===== config.mk =====
export PLATFORM = sky130hd
export DESIGN_NAME = prog_pulse_seq
export DESIGN_NICKNAME = d
export VERILOG_FILES = /design/src/rtl/prog_seq_pkg.sv /design/src/rtl/prog_rst_sync.sv /design/src/rtl/prog_tick_timer.sv /design/src/rtl/prog_pulse_seq.sv
export SDC_FILE = /design/constraint.sdc
export NUM_CORES = 1
export LEC_CHECK = 0
export BUFFER_PORTS_ARGS = -buffer_cell sky130_fd_sc_hd__buf_2
export CORE_ASPECT_RATIO = 1.25
export CORE_MARGIN = 2
export CORE_UTILIZATION = 40
export CTS_BUF_LIST = sky130_fd_sc_hd__clkbuf_4
export CTS_CLUSTER_DIAMETER = 150
export CTS_CLUSTER_SIZE = 25
export DETAILED_ROUTE_END_ITERATION = 10
export PLACE_DENSITY_LB_ADDON = 0.2
export SYNTH_ARGS = -nofsm -noshare
export SYNTH_HDL_FRONTEND = slang
export SYNTH_SLANG_ARGS = --single-unit

===== constraint.sdc =====
create_clock -name clk -period 2.7 [get_ports clk]
set_input_delay 0.405 -clock clk [delete_from_list [all_inputs] [get_ports clk]]
set_output_delay 0.405 -clock clk [all_outputs]
set_load 0.05 [all_outputs]

===== src/rtl/prog_seq_pkg.sv =====
`timescale 1ns/1ps
package prog_seq_pkg;
  typedef enum logic [2:0] {
    S_IDLE, S_SETUP, S_PULSE, S_HOLD, S_VERIFY, S_FINAL
  } seq_state_t;

  localparam logic [1:0] VCC_NOM  = 2'd0;
  localparam logic [1:0] VCC_PROG = 2'd1;
  localparam logic [1:0] VPP_LOW  = 2'd0;
  localparam logic [1:0] VPP_NOM  = 2'd1;
  localparam logic [1:0] VPP_HIGH = 2'd2;
endpackage


===== src/rtl/prog_rst_sync.sv =====
`timescale 1ns/1ps
module prog_rst_sync (
  input  logic clk,
  input  logic arst_n,
  output logic srst_n
);
  logic [1:0] stage;

  always_ff @(posedge clk or negedge arst_n) begin
    if (!arst_n) stage <= 2'b00;
    else         stage <= {stage[0], 1'b1};
  end

  assign srst_n = stage[1];
endmodule


===== src/rtl/prog_tick_timer.sv =====
`timescale 1ns/1ps
module prog_tick_timer #(
  parameter int W = 8
) (
  input  logic         clk,
  input  logic         rst_n,
  input  logic         ld,
  input  logic [W-1:0] ld_val,
  output logic         zero
);
  logic [W-1:0] cnt;

  always_ff @(posedge clk or negedge rst_n) begin
    if (!rst_n)            cnt <= '0;
    else if (ld)           cnt <= ld_val;
    else if (cnt != '0)    cnt <= cnt - 1'b1;
  end

  assign zero = (cnt == '0);
endmodule


===== src/rtl/prog_pulse_seq.sv =====
`timescale 1ns/1ps
module prog_pulse_seq
  import prog_seq_pkg::*;
#(
  parameter int ADDR_W       = 16,
  parameter int DATA_W       = 8,
  parameter int TICKS_PER_US = 50,
  parameter int INIT_US      = 1000,
  parameter int OVER_US      = 3000,
  parameter int GUARD_US     = 2,
  parameter int MAX_TRIES    = 25
) (
  input  logic              clk,
  input  logic              rst_n,
  input  logic              start,
  input  logic [ADDR_W-1:0] start_addr,
  input  logic [ADDR_W-1:0] end_addr,
  input  logic [DATA_W-1:0] src_data,
  input  logic [DATA_W-1:0] mem_q,
  output logic [ADDR_W-1:0] addr,
  output logic              pulse,
  output logic              rd_en,
  output logic [1:0]        vcc_code,
  output logic [1:0]        vpp_code,
  output logic              busy,
  output logic              done,
  output logic              fail,
  output logic [ADDR_W-1:0] fail_addr
);
  localparam int INIT_TICKS  = INIT_US * TICKS_PER_US;
  localparam int OVER_TICKS  = OVER_US * TICKS_PER_US;
  localparam int GUARD_TICKS = GUARD_US * TICKS_PER_US;
  localparam int LONGEST     = MAX_TRIES * OVER_TICKS + INIT_TICKS + GUARD_TICKS;
  localparam int TMR_W       = $clog2(LONGEST + 1);
  localparam int N_W         = $clog2(MAX_TRIES + 1);
  localparam logic [TMR_W-1:0] INIT_LD  = TMR_W'(INIT_TICKS - 1);
  localparam logic [TMR_W-1:0] GUARD_LD = TMR_W'(GUARD_TICKS - 1);
  localparam logic [TMR_W-1:0] OVER_T   = TMR_W'(OVER_TICKS);
  localparam logic [N_W-1:0]   N_MAX    = N_W'(MAX_TRIES);

  logic srst_n;
  seq_state_t state_q, state_d;
  logic [ADDR_W-1:0] addr_q, addr_d, start_q, start_d, end_q, end_d, faddr_q, faddr_d;
  logic [N_W-1:0] n_q, n_d;
  logic ovr_q, ovr_d, done_q, done_d, fail_q, fail_d;
  logic t_ld, t_zero;
  logic [TMR_W-1:0] t_val, over_ld;
  logic match;

  prog_rst_sync u_rst (.clk(clk), .arst_n(rst_n), .srst_n(srst_n));

  prog_tick_timer #(.W(TMR_W)) u_tmr (
    .clk(clk), .rst_n(srst_n), .ld(t_ld), .ld_val(t_val), .zero(t_zero)
  );

  assign match   = (mem_q == src_data);
  assign over_ld = TMR_W'(TMR_W'(n_q) * OVER_T) - TMR_W'(1);

  // next-state logic
  always_comb begin
    state_d = state_q;
    addr_d  = addr_q;
    start_d = start_q;
    end_d   = end_q;
    faddr_d = faddr_q;
    n_d     = n_q;
    ovr_d   = ovr_q;
    done_d  = done_q;
    fail_d  = fail_q;
    t_ld    = 1'b0;
    t_val   = GUARD_LD;
    case (state_q)
      S_IDLE: if (start) begin
        state_d = S_SETUP;
        addr_d  = start_addr;
        start_d = start_addr;
        end_d   = end_addr;
        n_d     = '0;
        ovr_d   = 1'b0;
        done_d  = 1'b0;
        fail_d  = 1'b0;
        t_ld    = 1'b1;
      end
      S_SETUP: if (t_zero) begin
        state_d = S_PULSE;
        t_ld    = 1'b1;
        t_val   = ovr_q ? over_ld : INIT_LD;
        if (!ovr_q) n_d = n_q + 1'b1;
      end
      S_PULSE: if (t_zero) begin
        state_d = S_HOLD;
        t_ld    = 1'b1;
      end
      S_HOLD: if (t_zero) begin
        if (!ovr_q) begin
          state_d = S_VERIFY;
        end else if (addr_q == end_q) begin
          state_d = S_FINAL;
          addr_d  = start_q;
        end else begin
          state_d = S_SETUP;
          addr_d  = addr_q + 1'b1;
          n_d     = '0;
          ovr_d   = 1'b0;
          t_ld    = 1'b1;
        end
      end
      S_VERIFY: begin
        if (match) begin
          state_d = S_SETUP;
          ovr_d   = 1'b1;
          t_ld    = 1'b1;
        end else if (n_q == N_MAX) begin
          state_d = S_IDLE;
          fail_d  = 1'b1;
          faddr_d = addr_q;
        end else begin
          state_d = S_SETUP;
          t_ld    = 1'b1;
        end
      end
      S_FINAL: begin
        if (!match) begin
          state_d = S_IDLE;
          fail_d  = 1'b1;
          faddr_d = addr_q;
        end else if (addr_q == end_q) begin
          state_d = S_IDLE;
          done_d  = 1'b1;
        end else begin
          addr_d  = addr_q + 1'b1;
        end
      end
      default: state_d = S_IDLE;
    endcase
  end

  // registers
  always_ff @(posedge clk or negedge srst_n) begin
    if (!srst_n) begin
      state_q <= S_IDLE;
      addr_q  <= '0;
      start_q <= '0;
      end_q   <= '0;
      faddr_q <= '0;
      n_q     <= '0;
      ovr_q   <= 1'b0;
      done_q  <= 1'b0;
      fail_q  <= 1'b0;
    end else begin
      state_q <= state_d;
      addr_q  <= addr_d;
      start_q <= start_d;
      end_q   <= end_d;
      faddr_q <= faddr_d;
      n_q     <= n_d;
      ovr_q   <= ovr_d;
      done_q  <= done_d;
      fail_q  <= fail_d;
    end
  end

  // state-decoded outputs
  always_comb begin
    vcc_code = VCC_NOM;
    vpp_code = VPP_NOM;
    case (state_q)
      S_SETUP, S_PULSE, S_HOLD: begin vcc_code = VCC_PROG; vpp_code = VPP_HIGH; end
      S_VERIFY:                 begin vcc_code = VCC_PROG; vpp_code = VPP_LOW;  end
      default: ;
    endcase
  end

  assign pulse     = (state_q == S_PULSE);
  assign rd_en     = (state_q == S_VERIFY) || (state_q == S_FINAL);
  assign busy      = (state_q != S_IDLE);
  assign addr      = addr_q;
  assign done      = done_q;
  assign fail      = fail_q;
  assign fail_addr = faddr_q;
endmodule


==> impl_metrics.csv, run 1 <==
group,metric,value,unit
setup_path,cp-startpoint,"n_q[2]",
logic_synthesis,yosys_warnings,0,
logic_synthesis,synth-main-ff-cell,"dfrtp_1",
logic_synthesis,syn_inst,752,
logic_synthesis,synth_area_leaders,"dfrtp_1 37%, nand2_1 8.0%, ha_1 6.5%, xor2_1 4.6%, xnor2_1 3.8%",
timing,fin_crit_sh,150,%
die,num_io_pins,92,
grt,grt_max_degree,47,
route,vias_per_cell,5.19,
setup_path,crit_path_end,"u_tmr.cnt[20]",
setup_path,reg2reg_slack,-1.34,ns
setup_path,worst_r2r_path_depth,16,
placement,place.gp.congestion,0.893,
setup_path,crit_path_start_kind,"flip-flop",
clock_network,clkSinkCount,99,
logic_synthesis,post_synth.cell_area_avg,8.89,µm²
grt,grt_pass1_wl,30.4,mm
timing,clock.fmax,0.248,GHz
logic_synthesis,synth_edf_count,0,
setup_path,r2r_end,"u_tmr.cnt[20]",
placement,io_buffers,90,
timing,holdWs,0.101,ns
final_layout,syn_to_final_growth,30.1,%
outcome,status,"finished, violations left",
timing,fin_tns_setup,-16.89,ns
power_and_ir_drop,powerDensity,982,nW/µm²
setup_path,cp.depth,16,
job,drv_cap,0,
setup_path,path_cells,"fa_1 -> inv_2 -> fa_1 -> fa_1 -> inv_2 -> ha_4 -> nand3_2 -> o211ai_1 -> buf_4 -> a21oi_4 -> xor2_2 -> nand4_1 -> buf_6 -> nor4b_4 -> xnor2_1 -> o21ai_1",
logic_synthesis,async_flop_share,100,%
setup_path,critPathSlowestCell,"fa_1",
logic_synthesis,synth_top_area_share,37.0,%
route,vias,6091,
logic_synthesis,synth.cell_area,6690,µm²
die,die_h,149,µm
final_layout,finalNetCount,1045,
clock_network,cts_buffers,9,
timing,worstMarginPinSlew,0.687,ns
die,die-width,120,µm
setup_path,crit_arrival,4.41,ns
power_and_ir_drop,power,8.54,mW
timing,final.setup.worst_slack,-1.34,ns
logic_synthesis,synth_cell_types,75,
setup_path,end_kind,"flip-flop",
power_and_ir_drop,irDropWorstVdd,438,µV
clock_network,cts_tree,"yes",
logic_synthesis,synth_seq_cells,99,
die,die_area,17800,µm²
route,drtAntennaViolNets,0,
setup_path,slowest_delay,0.58,ns
logic_synthesis,ys_seq_area_share,37.0,%
die,fp-row-count,52,
timing,finalHoldViolCount,0,
setup_path,cp_num_buf_inv,4,
clock_network,clk_pin_slew,0.18,ns
clock_network,clk_latency,0.48,ns
route,wl_per_cell,15.8,µm
setup_path,crit_top_cell,"fa_1",
placement,dp_slack,-1.41,ns
power_and_ir_drop,p_leak,4.33,nW
clock_network,clk_path_buf_depth,2,
setup_path,r2r-start,"n_q[2]",
die,start_util,41.1,%
setup_path,crit_fanout,5,
route,wirelength,18.5,mm
clock_network,htreeDepth,3,
logic_synthesis,syn_nets,846,
outcome,violations,"setup timing",
timing,rsz0062_at_grt,"yes",
timing,setup_viol,15,
setup_path,critical_path.top_delay_family,"adder cells",
route,first_pass_iters,7,
setup_path,crit_type,"flip-flop to flip-flop",
route,drtIter0Drc,347,
placement,dp_hpwl,14.4,mm
grt,grt_pass1_vias,6149,
grt,grt-ovfl-total,0,
logic_synthesis,synth_largest_area_cell,"dfrtp_1",
min_path,hold_path.class,"input port to flip-flop",
final_layout,layout-drive-gt1-share,33.5,%
grt,grt_usage,21.4,%
route,drc,0,
setup_path,critical_path_required,3.08,ns
timing,final.min_clock_period,4.04,ns
grt,antenna_found_initial,1,
die,core_area,16300,µm²
clock_network,root_buffer,"clkbuf_4",
timing,finalMaxSlewViolations,0,
timing,max-slew-margin-rel,53.9,%
timing,skew,0.0183,ns
cells in the final DEF, fill, tap and decap left out, types with 16 or more instances in the layout:
cell type,synthesis,layout
mux2_2,16,16
buf_4,1,122
a21oi_1,22,18
inv_1,31,27
nand2_1,142,141
nor3_1,18,17
o21ai_1,26,23
nor2_1,52,51
xnor2_1,29,25
dfrtp_1,99,96
ha_1,35,33
xor2_1,35,33
buf_2,3,90
cells in the mapped netlist (5+ instances only):
master / n
a221oi_1: 12
fa_1: 8
xnor2_1: 29
mux2i_1: 5
clkbuf_1: 25
a211oi_1: 8
nor2_1: 52
a21oi_1: 22
mux2_2: 16
nor4_1: 12
nor3_1: 18
o21ai_0: 16
ha_1: 35
and3_1: 9
dfrtp_1: 99
o2bb2ai_1: 11
nand2_1: 142
o21ai_2: 5
or2_2: 5
xor2_1: 35
o21ai_1: 26
and2_1: 7
inv_1: 31
nor2b_1: 5
a21o_1: 9
nand4_1: 8
nor3b_1: 8
nand3_1: 15
what timing repair did:
action | CTS | global route
hold buffers | 1 | 0
setup buffers | 9 | 7
gates cloned | 0 | 0
pin swaps | 20 | 21
resized for setup | 31 | 17
hold endpoints to repair | 2 | 0
setup endpoints to repair | 19 | 22
kinds of logic (layout without fill, tap and decap cells):
family / after synthesis / after routing / share of synthesized area, %
AO/OA/AOI/OAI: 158 / 158 / 16.7
XOR/XNOR: 64 / 64 / 8.38
adder cells (fa/ha/maj): 43 / 43 / 8.94
buffers and inverters: 64 / 268 / 4.10
flip-flops: 99 / 99 / 37.0
multiplexers: 21 / 21 / 3.44
other: 2 / 3 / 0.112
AND/OR/NAND/NOR: 301 / 301 / 21.3
tightest hold or removal path, cell delays in order:
cell and delay, ns:
buf_2 0.07, nand2_1 0.04, nand2_1 0.04
final cells by class:
type	count	area (µm²)
tap	216	270
antenna	1	2.50
multi-input combinational	589	4200
clock inverter	7	68.8
timing repair buffer	221	1490
fill	1535	7570
sequential	99	2480
clock buffer	9	67.6
inverter	31	116
flip-flops by register name, summed over array words and instances, names as in the netlist:
name	count
addr	16
fail_addr	16
ovr_q	1
start_q	16
state_q	3
n_q	5
u_tmr.cnt	22
end_q	16
fail	1
done	1
u_rst.stage	2
worst min-delay path by stage:
stage | from | endpoint | slack [ns] | cells after the start
after floorplan | rst_n | u_rst.stage[0] | 0.11 | 0
after global placement | rst_n | u_rst.stage[0] | 0.19 | 1
after detailed placement | rst_n | u_rst.stage[1] | 0.19 | 1
after CTS | end_addr[12] | end_q[12] | 0.06 | 3
after global routing | end_addr[7] | end_q[7] | 0.07 | 3
final | end_addr[8] | end_q[8] | 0.10 | 3
stage by stage:
stage | std cells | utilization [%] | cell area (µm²)
after global placement | 1140 | 50.5 | 8210
after CTS | 1166 | 52.8 | 8590
after global routing | 1173 | 53.5 | 8700
after floorplan | 752 | - | 6760
final | 1173 | 53.5 | 8700
after detailed placement | 1140 | 50.5 | 8210
where the power goes:
part           internal, mW  total (mW)  switching [mW]
Combinational          2.38        5.35            2.98
Sequential             1.95        2.39           0.448
Clock                 0.218       0.794           0.576
layer usage:
layer / vias up / GRT usage, % / part of all wire (%)
met3: 25 / 2.42 / 2.5
met1: 2922 / 23.9 / 40
met5: - / 0 / 0
met4: 0 / 8.12 / 2.9
li1: 3041 / - / -
met2: 103 / 41.3 / 55
Power figures use the tool's default switching activity.
==> inputs of run 2 (changes only) <==
--- a/config.mk
+++ b/config.mk
@@ -14,6 +14,7 @@
 export CTS_CLUSTER_SIZE = 25
 export DETAILED_ROUTE_END_ITERATION = 10
 export PLACE_DENSITY_LB_ADDON = 0.2
+export SKIP_CTS_REPAIR_TIMING = 1
 export SYNTH_ARGS = -nofsm -noshare
 export SYNTH_HDL_FRONTEND = slang
 export SYNTH_SLANG_ARGS = --single-unit
==> impl_metrics.csv, run 2 (synthesis results as in run 1) <==
group,metric,value,unit
outcome,status,"finished, violations left",
outcome,violations,"setup timing",
route,vias,6110,
setup_path,crit_arrival,4.37,ns
final_layout,mostFrequentLayoutCells,"141 x nand2_1, 120 x buf_4, 96 x dfrtp_1",
setup_path,crit_path_start_kind,"flip-flop",
setup_path,r2r_end,"u_tmr.cnt[18]",
setup_path,crit_path_end,"u_tmr.cnt[18]",
setup_path,r2r-start,"n_q[2]",
timing,fin_crit_sh,148,%
timing,max-slew-margin-rel,54.0,%
grt,grt_max_degree,47,
grt,grt_pass1_vias,6048,
timing,finalMaxSlewViolations,0,
final_layout,top_register,"u_tmr.cnt",
grt,grt_pass1_wl,29.9,mm
route,first_pass_iters,6,
die,fp-row-count,52,
die,core_area,16300,µm²
setup_path,worst_r2r_path_depth,16,
power_and_ir_drop,p_leak,4.35,nW
clock_network,clk_latency,0.47,ns
timing,clock.fmax,0.250,GHz
clock_network,cts_buffers,9,
final_layout,finalNetCount,1048,
clock_network,clk_path_buf_depth,2,
setup_path,end_kind,"flip-flop",
setup_path,cp_num_buf_inv,4,
final_layout,layout-drive-gt1-share,34.6,%
clock_network,clkSinkCount,99,
setup_path,critical_path.top_delay_family,"adder cells",
final_layout,largest_reg_flops,22,
setup_path,crit_type,"flip-flop to flip-flop",
route,wirelength,18.6,mm
setup_path,critPathSlowestCell,"fa_1",
power_and_ir_drop,power,8.80,mW
final_layout,syn_to_final_growth,32.0,%
timing,final.setup.worst_slack,-1.30,ns
route,vias_per_cell,5.20,
route,drtAntennaViolNets,0,
setup_path,critical_path_required,3.07,ns
clock_network,clk_pin_slew,0.18,ns
final_layout,final_common_cell,"nand2_1",
grt,grt-ovfl-total,0,
placement,io_buffers,90,
timing,skew,0.0152,ns
setup_path,slowest_delay,0.58,ns
grt,grt_usage,21.1,%
setup_path,cp-startpoint,"n_q[2]",
route,drtIter0Drc,384,
timing,worstMarginPinSlew,0.686,ns
timing,finalHoldViolCount,0,
die,start_util,41.1,%
route,wl_per_cell,15.8,µm
timing,setup_viol,15,
die,die_area,17800,µm²
final_layout,utilization,54.3,%
die,die-width,120,µm
setup_path,reg2reg_slack,-1.30,ns
setup_path,cp.depth,16,
final_layout,fill_cells,1527,
die,num_io_pins,92,
placement,dp_hpwl,14.4,mm
job,drv_cap,0,
min_path,hold_path.class,"input port to flip-flop",
die,die_h,149,µm
placement,place.gp.congestion,0.893,
timing,rsz0062_at_grt,"yes",
power_and_ir_drop,powerDensity,997,nW/µm²
power_and_ir_drop,irDropWorstVdd,464,µV
setup_path,crit_fanout,5,
route,drc,0,
timing,holdWs,0.102,ns
grt,antenna_found_initial,1,
clock_network,cts_tree,"yes",
setup_path,crit_top_cell,"fa_1",
clock_network,root_buffer,"clkbuf_4",
setup_path,path_cells,"fa_1 -> inv_2 -> fa_1 -> fa_1 -> inv_2 -> ha_4 -> nand3_2 -> o211ai_1 -> buf_4 -> a21oi_2 -> xor2_1 -> nand4_1 -> buf_6 -> nor4_2 -> xnor2_1 -> o21ai_1",
clock_network,htreeDepth,3,
timing,final.min_clock_period,4.00,ns
-- run 2: through the flow --
stage | cell area [µm²] | setup TNS (ns) | setup slack, ns | instances
floorplan | 6760 | -15.74 | -1.41 | 752
global placement | 8210 | -16.52 | -1.34 | 1140
detailed placement | 8210 | -17.35 | -1.41 | 1140
CTS | 8350 | -18.13 | -1.44 | 1156
global route | 8830 | -19.08 | -1.48 | 1176
finish | 8830 | -16.60 | -1.30 | 1176
-- run 2: worst min-delay path by stage --
stage	from	endpoint	slack (ns)	cells past startpoint
6_report	end_addr[1]	end_q[1]	0.10	3
5_1_grt	end_addr[7]	end_q[7]	0.07	3
4_1_cts	rst_n	u_rst.stage[1]	-0.36	1
3_5_place_dp	rst_n	u_rst.stage[1]	0.19	1
3_3_place_gp	rst_n	u_rst.stage[0]	0.19	1
2_1_floorplan	rst_n	u_rst.stage[0]	0.11	0
-- run 2: layout make-up --
type                       count  area, µm²  area share (%)
inverter                      31        116            1.32
tap                          216        270            3.06
sequential                    99       2480            28.1
clock buffer                   9       67.6           0.765
timing repair buffer         224       1540            17.5
antenna                        1       2.50          0.0283
clock inverter                 7       68.8           0.779
multi-input combinational    589       4280            48.5
-- run 2: worst register-to-register path, cell delays in order (launching register included) --
cell,delay (ns)
dfrtp_2,0.45
fa_1,0.58
inv_2,0.05
fa_1,0.45
fa_1,0.50
inv_2,0.04
ha_4,0.28
nand3_2,0.07
o211ai_1,0.16
buf_4,0.17
a21oi_2,0.07
xor2_1,0.25
nand4_1,0.14
buf_6,0.16
nor4_2,0.28
xnor2_1,0.16
o21ai_1,0.08
-- run 2: where the power goes --
part | leakage (nW) | switching [mW] | internal (mW) | total [mW]
clock network | 0.0764 | 0.573 | 0.218 | 0.791
logic | 3.02 | 3.07 | 2.55 | 5.62
registers | 1.26 | 0.447 | 1.95 | 2.39
-- run 2: layer usage --
layer,up-vias,wire length [µm],GRT usage (%)
li1,3044,-,-
met1,2943,7280,23.7
met2,101,10300,40.5
met3,22,499,2.34
met4,0,513,7.76
met5,-,0,0
